$ cat src/rtl/prom_burn_pkg.sv
package prom_burn_pkg;

    typedef enum logic [2:0] {
        ST_IDLE,
        ST_SETTLE,
        ST_FETCH,
        ST_RECOV,
        ST_VERIFY,
        ST_PULSE,
        ST_END
    } burn_state_e;

    typedef struct packed {
        logic ce_n;
        logic oe_n;
        logic pgm_n;
        logic vpp;
        logic dq_oe;
    } pin_ctl_t;

endpackage

$ cat src/rtl/prom_burn_timer.sv
module prom_burn_timer #(
    parameter int W = 8
) (
    input  logic         clk,
    input  logic         rst_n,
    input  logic         load,
    input  logic [W-1:0] load_val,
    output logic         zero
);
    logic [W-1:0] cnt_d, cnt_q;

    always_comb begin
        cnt_d = cnt_q;
        if (load) begin
            cnt_d = load_val;
        end else if (cnt_q != '0) begin
            cnt_d = cnt_q - W'(1);
        end
    end

    always_ff @(posedge clk or negedge rst_n) begin
        if (!rst_n) begin
            cnt_q <= '0;
        end else begin
            cnt_q <= cnt_d;
        end
    end

    assign zero = (cnt_q == '0);
endmodule

$ cat src/rtl/prom_burn_cmp.sv
module prom_burn_cmp (
    input  logic [7:0] want,
    input  logic [7:0] got,
    output logic       match,
    output logic       unreach
);
    // Programming only clears bits: a 1 wanted over a 0 read is lost.
    assign match   = (want == got);
    assign unreach = |(want & ~got);
endmodule

$ cat src/rtl/prom_burn_pins.sv
module prom_burn_pins
    import prom_burn_pkg::*;
(
    input  burn_state_e st,
    output pin_ctl_t    ctl
);
    always_comb begin
        ctl = '{ce_n: 1'b1, oe_n: 1'b1, pgm_n: 1'b1, vpp: 1'b1, dq_oe: 1'b0};
        case (st)
            ST_IDLE:   ctl.vpp = 1'b0;
            ST_SETTLE,
            ST_FETCH,
            ST_END:    ctl.ce_n = 1'b1;
            ST_RECOV:  ctl.ce_n = 1'b0;
            ST_VERIFY: begin
                ctl.ce_n = 1'b0;
                ctl.oe_n = 1'b0;
            end
            ST_PULSE:  begin
                ctl.ce_n  = 1'b0;
                ctl.pgm_n = 1'b0;
                ctl.dq_oe = 1'b1;
            end
            default:   ctl.vpp = 1'b0;
        endcase
    end
endmodule

$ cat src/rtl/prom_burn_seq.sv
module prom_burn_seq
    import prom_burn_pkg::*;
#(
    parameter int AW         = 17,
    parameter int PULSE_CYC  = 10000,
    parameter int SETTLE_CYC = 200,
    parameter int OE_CYC     = 4,
    parameter int MAX_PULSES = 25
) (
    input  logic          clk,
    input  logic          rst_n,
    input  logic          start,
    input  logic [AW-1:0] base_addr,
    input  logic [AW:0]   length,
    input  logic [7:0]    wr_data,
    input  logic          wr_valid,
    output logic          wr_ready,
    output logic          busy,
    output logic          done,
    output logic          fail,
    output logic [AW-1:0] fail_addr,
    output logic [AW-1:0] dev_addr,
    output logic          dev_ce_n,
    output logic          dev_oe_n,
    output logic          dev_pgm_n,
    output logic          dev_vpp_req,
    output logic [7:0]    dev_dq_out,
    output logic          dev_dq_oe,
    input  logic [7:0]    dev_dq_in
);
    localparam int LW   = AW + 1;
    localparam int TMAX = (PULSE_CYC > SETTLE_CYC)
                        ? ((PULSE_CYC > OE_CYC) ? PULSE_CYC : OE_CYC)
                        : ((SETTLE_CYC > OE_CYC) ? SETTLE_CYC : OE_CYC);
    localparam int TW   = $clog2(TMAX + 1);
    localparam int NW   = $clog2(MAX_PULSES + 1);

    typedef struct packed {
        burn_state_e   st;
        logic [AW-1:0] addr;
        logic [LW-1:0] left;
        logic [7:0]    want;
        logic [NW-1:0] npulse;
        logic          bad;
        logic          done;
        logic          fail;
        logic [AW-1:0] fail_addr;
    } seq_t;

    seq_t          s_d, s_q;
    logic          tmr_load;
    logic [TW-1:0] tmr_val;
    logic          tmr_zero;
    logic          rb_match;
    logic          rb_unreach;
    pin_ctl_t      pins;

    prom_burn_timer #(.W(TW)) u_timer (
        .clk      (clk),
        .rst_n    (rst_n),
        .load     (tmr_load),
        .load_val (tmr_val),
        .zero     (tmr_zero)
    );

    prom_burn_cmp u_cmp (
        .want    (s_q.want),
        .got     (dev_dq_in),
        .match   (rb_match),
        .unreach (rb_unreach)
    );

    prom_burn_pins u_pins (
        .st  (s_q.st),
        .ctl (pins)
    );

    always_comb begin
        s_d      = s_q;
        tmr_load = 1'b0;
        tmr_val  = '0;
        wr_ready = 1'b0;
        case (s_q.st)
            ST_IDLE: begin
                if (start) begin
                    s_d.done = 1'b0;
                    s_d.fail = 1'b0;
                    if (length == '0) begin
                        s_d.done = 1'b1;
                    end else begin
                        s_d.addr = base_addr;
                        s_d.left = length;
                        s_d.st   = ST_SETTLE;
                        tmr_load = 1'b1;
                        tmr_val  = TW'(SETTLE_CYC - 1);
                    end
                end
            end
            ST_SETTLE: begin
                if (tmr_zero) begin
                    s_d.st = ST_FETCH;
                end
            end
            ST_FETCH: begin
                wr_ready = 1'b1;
                if (wr_valid) begin
                    s_d.want   = wr_data;
                    s_d.npulse = '0;
                    s_d.st     = ST_RECOV;
                end
            end
            ST_RECOV: begin
                s_d.st   = ST_VERIFY;
                tmr_load = 1'b1;
                tmr_val  = TW'(OE_CYC - 1);
            end
            ST_VERIFY: begin
                if (tmr_zero) begin
                    if (rb_match) begin
                        s_d.addr = s_q.addr + AW'(1);
                        s_d.left = s_q.left - LW'(1);
                        s_d.st   = (s_q.left == LW'(1)) ? ST_END : ST_FETCH;
                    end else if (rb_unreach || (s_q.npulse == NW'(MAX_PULSES))) begin
                        s_d.bad       = 1'b1;
                        s_d.fail_addr = s_q.addr;
                        s_d.st        = ST_END;
                    end else begin
                        s_d.npulse = s_q.npulse + NW'(1);
                        s_d.st     = ST_PULSE;
                        tmr_load   = 1'b1;
                        tmr_val    = TW'(PULSE_CYC - 1);
                    end
                end
            end
            ST_PULSE: begin
                if (tmr_zero) begin
                    s_d.st = ST_RECOV;
                end
            end
            ST_END: begin
                s_d.st   = ST_IDLE;
                s_d.fail = s_q.bad;
                s_d.done = ~s_q.bad;
                s_d.bad  = 1'b0;
            end
            default: s_d.st = ST_IDLE;
        endcase
    end

    always_ff @(posedge clk or negedge rst_n) begin
        if (!rst_n) begin
            s_q <= '{st: ST_IDLE, addr: '0, left: '0, want: '0, npulse: '0,
                     bad: 1'b0, done: 1'b0, fail: 1'b0, fail_addr: '0};
        end else begin
            s_q <= s_d;
        end
    end

    assign busy        = (s_q.st != ST_IDLE);
    assign done        = s_q.done;
    assign fail        = s_q.fail;
    assign fail_addr   = s_q.fail_addr;
    assign dev_addr    = s_q.addr;
    assign dev_dq_out  = s_q.want;
    assign dev_ce_n    = pins.ce_n;
    assign dev_oe_n    = pins.oe_n;
    assign dev_pgm_n   = pins.pgm_n;
    assign dev_vpp_req = pins.vpp;
    assign dev_dq_oe   = pins.dq_oe;
endmodule

$ cat config.mk
export PLATFORM = sky130hd
export DESIGN_NAME = prom_burn_seq
export DESIGN_NICKNAME = d
export VERILOG_FILES = /design/src/rtl/prom_burn_pkg.sv /design/src/rtl/prom_burn_timer.sv /design/src/rtl/prom_burn_cmp.sv /design/src/rtl/prom_burn_pins.sv /design/src/rtl/prom_burn_seq.sv
export SDC_FILE = /design/constraint.sdc
export NUM_CORES = 1
export LEC_CHECK = 0
export BUFFER_PORTS_ARGS = -buffer_cell sky130_fd_sc_hd__buf_2
export CORE_MARGIN = 4
export CORE_UTILIZATION = 56
export DETAILED_ROUTE_END_ITERATION = 10
export GPL_TIMING_DRIVEN = 0
export PLACE_DENSITY = 0.88
export SLEW_MARGIN = 20
export SYNTH_ARGS = -nofsm -noshare
export SYNTH_HDL_FRONTEND = slang
export SYNTH_SLANG_ARGS = --single-unit
$ cat constraint.sdc
create_clock -name clk -period 2.6 [get_ports clk]
set_input_delay 0.13 -clock clk [delete_from_list [all_inputs] [get_ports clk]]
set_output_delay 0.13 -clock clk [all_outputs]
set_load 0.01 [all_outputs]
# Yosys cells after proc, flatten, opt, wreduce, memory -nomap -nowiden
# Cells that the tools add are included.
[word_totals]
register_bits = 85
inputBits = 55
output_inout_bits = 51
wordCells = 100
[classes]
add_sub_neg = 4
eq_ne = 19
n_mux = 42
bitwise_logic = 4
n_reduce_logical = 21
[ops]
columns = ["cell", "count"]
rows = [
  ["38-bit two-way mux", 3],
  ["14-bit two-way mux", 6],
  ["35-bit case mux with 2 select lines", 1],
  ["14-bit case mux with 3 select lines", 1],
  ["35-bit two-way mux", 1],
  ["2-bit != test (second input constant)", 10],
  ["18-bit by 1-bit equality test with 1-bit output (second input constant)", 1],
  ["18-bit zero test", 1],
  ["3-bit case mux with 6 select lines", 1],
  ["18-bit by 1-bit subtractor with 18-bit output (second input constant)", 1],
  ["17-bit by 1-bit adder with 17-bit output (second input constant)", 1],
  ["3-bit two-way mux", 5],
  ["14-bit zero test", 1],
  ["14-bit nonzero test", 1],
  ["14-bit by 1-bit subtractor with 14-bit output (second input constant)", 1],
  ["1-bit two-way mux", 13],
  ["6-bit two-way mux", 2],
  ["5-bit two-way mux", 2],
  ["5-bit case mux with 2 select lines", 1],
  ["5-bit AND reduction", 2],
  ["2-bit nonzero test", 5],
  ["3-bit equality test (second input constant)", 3],
  ["8-bit bitwise AND", 1],
  ["8-bit equality test", 1],
  ["other kinds (20)", 25],
]

# Depth between registers and ports, before layout
# Gate-level depths: netlist of run 1.
[depth]
ltp_word = 9
ltp_mapped = 10

# Modules after synthesis
# Synthesis of run 1 repeated with hierarchy kept, for this count alone.
[hier_totals]
cells_unflattened = 554
area_unflattened_um2 = 5253.8
[by_module_without_submodules]
columns = ["mod", "instances", "cells_each", "area_each_um2"]
rows = [
  ["prom_burn_seq", 1, 446, 4196.5],
  ["prom_burn_timer", 1, 77, 837.1],
  ["prom_burn_cmp", 1, 22, 162.7],
  ["prom_burn_pins", 1, 9, 57.6],
]

# Worst setup path after synthesis of run 1
# No wires, ideal clock.
[synth_timing]
kind = "reg-to-reg"
startpoint = "reg u_timer.cnt_q[0]"
endpoint = "reg s_q[24] (netlist name)"
setup_time_ps = 78
arrival_time_ps = 2255
t_required_ps = 2522
path_slack_ps = 267
stages_incl_launch_ff = 9
n_path_buf = 1
period_less_slack_ps = 2333
cell_sequence = "dfrtp_1 inv_1 ha_1 nor4b_4 nand4_2 or4b_1 buf_2 or4_1 a21oi_1"
[synth_via]
elab_chain_len = 3
[synth_rtl]
columns = ["element", "line", "text"]
rows = [
  ["start: declaration", "prom_burn_timer.sv:10", "logic [W-1:0] cnt_d, cnt_q;"],
  ["start signal: assignment", "prom_burn_timer.sv:25", "cnt_q <= cnt_d;"],
  ["14-bit zero test", "prom_burn_timer.sv:29", "assign zero = (cnt_q == '0);"],
  ["2-bit != test (no line)", "-", ""],
  ["5-bit AND reduction (no line)", "-", ""],
  ["end signal: assignment", "prom_burn_seq.sv:152", "s_q <= '{st: ST_IDLE, addr: '0, left: '0, want: '0, npulse: '0,"],
  ["end: declaration", "prom_burn_seq.sv:50", "seq_t s_d, s_q;"],
]
# Every way passes these cells.
# A chain may end at the register's enable or synchronous reset.

# Worst setup path after layout of run 1
[layout_timing]
startpoint = "reg u_timer.cnt_q[1]"
endpoint = "reg s_q (netlist bit dev_addr[3])"
# The elaborated chain is that of the path after synthesis.

==> results of run 1 <==
## what timing repair did
| item | in CTS | in global routing |
|---|---|---|
| pin swaps | 2 | 2 |
| hold buffers | 9 | 0 |
| gates resized for setup | 18 | 25 |
| setup buffers | 4 | 6 |
| endpoints found under the hold margin | 50 | 0 |
| endpoints found under the setup margin | 52 | 44 |
## through the flow
stage / instance area [sq um] / setup slack [ns] / std cells / power [mW] / hold WS, ns
floorplan: 5230 / 0.267 / 588 / 4.50 / -0.166
global placement: 5900 / -0.632 / 804 / 5.35 / 0.318
detailed placement: 5930 / -0.631 / 805 / 5.51 / 0.164
CTS: 6280 / 0.00770 / 834 / 6.43 / 0.0255
global route: 6360 / -0.0499 / 838 / 7.02 / 0.0361
finish: 6360 / 0.0215 / 838 / 6.58 / 0.0333
## metal layers
| metal | vias to the layer above | wire length (microns) | GRT usage [%] | part of all wire (%) |
|---|---|---|---|---|
| met5 | - | 0 | 0 | 0 |
| met4 | 0 | 391 | 9.84 | 2.6 |
| met1 | 2451 | 5940 | 36.3 | 39 |
| li1 | 2373 | - | - | - |
| met3 | 47 | 1590 | 6.11 | 11 |
| met2 | 365 | 7220 | 43.4 | 48 |
## worst max-delay path, cell delays in order, from the launching register on
cell and delay, ns:
dfrtp_1 0.43, inv_2 0.08, ha_1 0.14, nor4b_4 0.23, buf_4 0.17, nand4_4 0.13
buf_4 0.19, nor3_4 0.33, nor2_1 0.21, clkbuf_2 0.28, o22a_1 0.27
## state kept, by name, summed over array words and instances (netlist names)
register       cells
s_q               27
fail_addr         17
dev_addr          17
fail               1
dev_dq_out         8
u_timer.cnt_q     14
done               1
## layout make-up
| cell class | count | area, sq um |
|---|---|---|
| well taps | 111 | 139 |
| flip-flops and latches | 85 | 2130 |
| fillers | 697 | 2790 |
| clock inverters | 6 | 48.8 |
| inverters | 25 | 93.8 |
| multi-input cells | 403 | 2650 |
| plain buffers | 73 | 457 |
| repair buffers | 125 | 721 |
| clock buffers | 10 | 128 |
## worst min path at each step
stage	startpoint	endpoint	slack [ns]
final	base_addr[16]	dev_addr[16]$_DFFE_PN0P_	0.03
after global routing	base_addr[1]	dev_addr[1]$_DFFE_PN0P_	0.04
after CTS	base_addr[16]	dev_addr[16]$_DFFE_PN0P_	0.03
after detailed placement	rst_n	fail_addr[14]$_DFFE_PN0P_	0.16
after global placement	wr_data[5]	dev_dq_out[5]$_DFFE_PN0P_	0.32
after floorplan	rst_n	dev_addr[0]$_DFFE_PN0P_	-0.17
## cell families (layout without fill, tap and decap cells)
| family | count (synthesis) | after routing | synth area share (%) |
|---|---|---|---|
| mux | 18 | 18 | 3.80 |
| compound gates | 139 | 139 | 17.6 |
| fa+ha+maj | 19 | 19 | 4.54 |
| buf+inv | 100 | 239 | 10.2 |
| simple gates | 218 | 218 | 21.7 |
| xor+xnor | 9 | 9 | 1.51 |
| flops | 85 | 85 | 40.7 |
## cell usage in the layout, fill, tap and decap left out, types with 6 or more instances in the layout
cell,count
nand3_1,24
clkbuf_1,15
nand2_1,51
nand2b_1,6
o22ai_1,7
xnor2_1,6
buf_4,54
clkbuf_2,11
ha_1,19
clkbuf_8,9
nand4_1,12
and3_1,9
a21oi_1,36
inv_1,22
a31oi_1,9
dlygate4sd3_1,9
buf_2,107
nor2_1,42
o22a_1,9
nor4_1,13
mux2_2,15
o21ai_0,31
dfrtp_1,85
and4_1,7
nor3_1,19
## power groups by stage
| stage | Combinational (mW) | Clock, mW | Sequential (mW) |
|---|---|---|---|
| detailed placement | 3.13 | 0 | 2.38 |
| finish | 3.32 | 0.875 | 2.39 |
| floorplan | 2.27 | 0 | 2.23 |
| CTS | 3.20 | 0.874 | 2.36 |
| global placement | 3.01 | 0 | 2.34 |
| global route | 3.64 | 0.927 | 2.45 |
==> impl_metrics.ini, run 1 <==
[detailed_routing]
wirelength_microns = 15100
first_pass_iters = 5
detail-route-antenna-nets = 0
drc_errors = 0
vias_per_cell = 6.25
drt_iter0_drc = 521
vias = 5236
wire_per_inst_microns = 18.1

[critical_path]
critPathLaunch = u_timer.cnt_q[1]$_DFFE_PN0P_
reg2reg_to = dev_addr[3]$_DFFE_PN0P_
crit_required_ns = 2.85
reg2reg_slack_ns = 0.02
cp-start-kind = flop
worstSetupEndpointType = flop
rr_startpoint = u_timer.cnt_q[1]$_DFFE_PN0P_
critPathArrivalTime_ns = 2.82
critPathKind = flop to flop
crit_end = dev_addr[3]$_DFFE_PN0P_
reg2reg_depth = 10
cp_max_fo = 10

[floorplan]
die-height_microns = 105
rows = 35
dieArea_sq_mm = 0.0110
core_sq_mm = 0.00915
num_io_pins = 106
start_util_pct = 57.2
die_width_microns = 105

[logic_synthesis]
synth-seq-area-share_pct = 40.7
synth.most_common_cell = dfrtp_1
synth-seq-cells = 85
synth_cell_types = 59
synth_flop_cell = dfrtp_1
synth_cells = 588
yosysTopAreaCell = dfrtp_1
synth_edf_count = 0
syn_area_per_cell_sq_um = 8.90
ys.warnings.count = 0
netlist_top_cells_area = dfrtp_1 41%, buf_4 6.0%, ha_1 4.5%
syn_area_sq_mm = 0.00523
synth_top_area_share_pct = 40.7
netlist_top_cells_count = 85 x dfrtp_1, 51 x nand2_1, 42 x buf_4, 42 x nor2_1, 38 x a21oi_1
async_reset_ff_share_pct = 100
syn_nets = 662

[global_route]
antenna_found_initial = 0
grt_pass1_vias = 4985
grt.total_usage_pct = 27.1
grt_start_max_net_pins = 44
grt.overflow.total = 0
grt_pass1_wl_microns = 24100

[power]
p_leak_nw = 3.09
cellPowerDensity_mw_per_mm2 = 1030
power_switching_mw = 2.91
switching_share_pct = 44.3
p_clk_share_pct = 13.3
p_int_mw = 3.67
vdd_ir_drop_max_uv = 572
power_frac_comb_pct = 50.4
p_seq_share_pct = 36.3

[cells_and_area]
final_nets = 796
area_growth_syn_to_layout_pct = 21.6
fin_util_pct = 69.5
antenna_cells = 0
drive_gt1_share_pct = 31.5

[run]
cap_violations = 0

[cts]
clkTransAtPathRegs_ns = 0.09
clock_latency_ns = 0.37
cts_buffer_depth = 2
cts_made_buffers = 9
cts_sinks = 85
htreeDepth = 3
tritoncts = done
root_buffer = clkbuf_8

[worst_hold_path]
worstHoldPathType = input pin to flop
hold_depth = 3

[sta]
hold_viol = 0
fin_skew_ns = 0.0126
max_slew_margin_pct = 46.7
tightestPinTransition_ns = 0.792
finalSetupTns_ns = 0
clock.fmax_ghz = 0.388
report.final.slew_viol_count = 0
finalCritPeriodShare_pct = 99.2
setup_viol = 0
min_period_ns = 2.58

[place]
dp_hpwl_microns = 10800
gp_congestion = 0.986
port_buffers = 105

[status]
status = complete, no violations
No activity file was read; power rests on OpenSTA's default activity.
==> inputs of run 2 (changes only) <==
--- a/config.mk
+++ b/config.mk
@@ -5,12 +5,13 @@
 export SDC_FILE = /design/constraint.sdc
 export NUM_CORES = 1
 export LEC_CHECK = 0
+export ABC_AREA = 1
 export BUFFER_PORTS_ARGS = -buffer_cell sky130_fd_sc_hd__buf_2
 export CORE_MARGIN = 4
-export CORE_UTILIZATION = 56
+export CORE_UTILIZATION = 48
 export DETAILED_ROUTE_END_ITERATION = 10
 export GPL_TIMING_DRIVEN = 0
-export PLACE_DENSITY = 0.88
+export PLACE_DENSITY = 0.78
 export SLEW_MARGIN = 20
 export SYNTH_ARGS = -nofsm -noshare
 export SYNTH_HDL_FRONTEND = slang
==> run 2 against run 1 <==
Net effect: critical path depth fell by 1; flip-flop and latch count did not move; via count rose by 4.9%.
==> impl_metrics.ini, run 2 <==
[logic_synthesis]
synth_cell_types = 40
ys.warnings.count = 0
synth_top_area_share_pct = 37.6
synth-seq-area-share_pct = 37.6
synth-seq-cells = 85
async_reset_ff_share_pct = 100
synth_flop_cell = dfrtp_1
syn_area_sq_mm = 0.00566
synth_cells = 785
synth_edf_count = 0
syn_nets = 859
synth.most_common_cell = nand2_1
syn_area_per_cell_sq_um = 7.21
netlist_top_cells_count = 226 x nand2_1, 114 x nor2_1, 85 x dfrtp_1
netlist_top_cells_area = dfrtp_1 38%, nand2_1 15%, nor2_1 7.6%
yosysTopAreaCell = dfrtp_1

[critical_path]
rr_startpoint = u_timer.cnt_q[0]$_DFFE_PN0P_
worstSetupEndpointType = primary output
critPathKind = flop to primary output
cp-start-kind = flop
critPathLaunch = s_q[68]$_DFFE_PN0P_
cp_max_fo = 10
reg2reg_slack_ns = 0.44
crit_required_ns = 2.47
critPathArrivalTime_ns = 2.09

[run]
cap_violations = 0

[floorplan]
rows = 39
dieArea_sq_mm = 0.0136
die-height_microns = 117
die_width_microns = 117
start_util_pct = 49.4
core_sq_mm = 0.0115
num_io_pins = 106

[sta]
finalSetupTns_ns = 0
fin_skew_ns = 0.0104
setup_viol = 0
tightestPinTransition_ns = 0.653
finalCritPeriodShare_pct = 85.6
max_slew_margin_pct = 56.5
report.final.slew_viol_count = 0
hold_viol = 0
min_period_ns = 2.22
rsz0062_at_grt = false
clock.fmax_ghz = 0.449

[detailed_routing]
detail-route-antenna-nets = 0
drc_errors = 0
first_pass_iters = 7
wirelength_microns = 14900
drt_iter0_drc = 426
vias_per_cell = 5.23
vias = 5492
wire_per_inst_microns = 14.1

[power]
switching_share_pct = 42.6
p_int_mw = 4.07
p_seq_share_pct = 33.3
p_leak_nw = 3.66
vdd_ir_drop_max_uv = 482
power_frac_comb_pct = 46.4
power_switching_mw = 3.02
p_clk_share_pct = 20.3
cellPowerDensity_mw_per_mm2 = 1050

[global_route]
grt.total_usage_pct = 22.1
grt.overflow.total = 0
grt_start_max_net_pins = 48
grt_pass1_wl_microns = 23800
grt_pass1_vias = 5016
antenna_found_initial = 0

[place]
gp_congestion = 0.904
port_buffers = 105
dp.cells = 1034
dp_hpwl_microns = 11100

[cts]
clkTransAtPathRegs_ns = 0.07
htreeDepth = 3
cts_made_buffers = 9
clock_latency_ns = 0.34
tritoncts = done
cts_buffer_depth = 2
cts_setup_buffers = 0
root_buffer = clkbuf_16
cts_sinks = 85
ctsResizeCount = 0

[cells_and_area]
antenna_cells = 0
n_fill_cell = 1070
top_register = s_q
area_growth_syn_to_layout_pct = 19.0
largest_reg_flops = 27
layout_common_cells = 226 x nand2_1, 114 x nor2_1, 109 x buf_2, 85 x dfrtp_1, 66 x inv_1
fin_cells = 1051
layout_commonest_cell = nand2_1
final_nets = 977
drive_gt1_share_pct = 24.7

[worst_hold_path]
hold_start = wr_data[2]
worstHoldPathType = input pin to flop

[status]
status = complete, no violations
==> run 2: changes by cell type in the layout (fill, tap and decap cells not counted), moves of 9 or more <==
cell / change
inv_1: +44
a21oi_1: -14
o22a_1: -9
clkbuf_2: -11
nand2_2: +9
nand2_1: +175
and3_1: -9
nor4_1: -12
clkbuf_16: +9
nor2_1: +72
clkbuf_1: -9
nand3_1: +29
==> run 2: final timing paths <==
check                                                to  cells past startpoint
min in group asynchronous     dev_dq_out[2]$_DFFE_PN0P_                      2
max in group asynchronous  u_timer.cnt_q[6]$_DFFE_PN0P_                      3
max                                         dev_vpp_req                      9
max reg2reg                     dev_addr[6]$_DFFE_PN0P_                     12
min                           dev_dq_out[2]$_DFFE_PN0P_                      2
min reg2reg                   fail_addr[10]$_DFFE_PN0P_                      2
==> run 2: per-stage QoR <==
step                      total power, mW  hold slack, ns  util (%)  instance area (sq um)  worst slack (ns)
final                                7.09          0.0154      58.8                   6740             0.375
after global routing                 7.66          0.0127      58.8                   6740             0.215
after CTS                            7.09          0.0142      58.8                   6740             0.360
after detailed placement             5.63           0.152      55.8                   6400             0.455
after global placement               5.55           0.366      55.5                   6370             0.521
after floorplan                      4.63          -0.166         -                   5660             0.797
==> run 2: what timing repair did <==
item                                    4_1_cts  5_1_grt
endpoints found under the setup margin        0        0
endpoints found under the hold margin        38        0
hold buffers                                  1        0
==> run 2: layout make-up <==
| type | count | area (sq um) | share of cell area [%] |
|---|---|---|---|
| clock inverters | 6 | 93.8 | 1.39 |
| flip-flops and latches | 85 | 2130 | 31.6 |
| inverters | 71 | 272 | 4.03 |
| clock buffers | 10 | 239 | 3.55 |
| multi-input cells | 568 | 2830 | 42.0 |
| repair buffers | 107 | 566 | 8.39 |
| well taps | 143 | 179 | 2.65 |
| plain buffers | 61 | 434 | 6.44 |
==> run 2: power groups by stage <==
stage | combinational, mW | sequential [mW] | clock (mW)
3_5_place_dp | 3.27 | 2.36 | 0
2_1_floorplan | 2.43 | 2.20 | 0
6_report | 3.29 | 2.36 | 1.44
5_1_grt | 3.72 | 2.42 | 1.52
4_1_cts | 3.30 | 2.34 | 1.45
3_3_place_gp | 3.20 | 2.35 | 0
==> run 2: cell families after synthesis <==
family | share of synthesized area (%)
AO/OA/AOI/OAI | 7.69
AND/OR/NAND/NOR | 34.0
adder cells (fa/ha/maj) | 4.20
flip-flops | 37.6
buffers and inverters | 12.5
multiplexers | 1.77
XOR/XNOR | 2.32
==> run 2: critical path: stages, from the launching register on <==
cell	delay [ns]
dfrtp_1	0.38
inv_1	0.09
ha_1	0.24
nand2_1	0.14
inv_2	0.08
buf_4	0.18
nor2_1	0.17
inv_1	0.07
or2_2	0.27
buf_2	0.14
==> run 2: per-layer routing <==
| layer | up-vias | GRT usage (%) | wire length [microns] |
|---|---|---|---|
| met5 | - | 0 | 0 |
| met4 | 0 | 6.96 | 267 |
| met3 | 32 | 4.35 | 1190 |
| met2 | 218 | 35.5 | 6920 |
| met1 | 2550 | 30.2 | 6490 |
| li1 | 2692 | - | - |
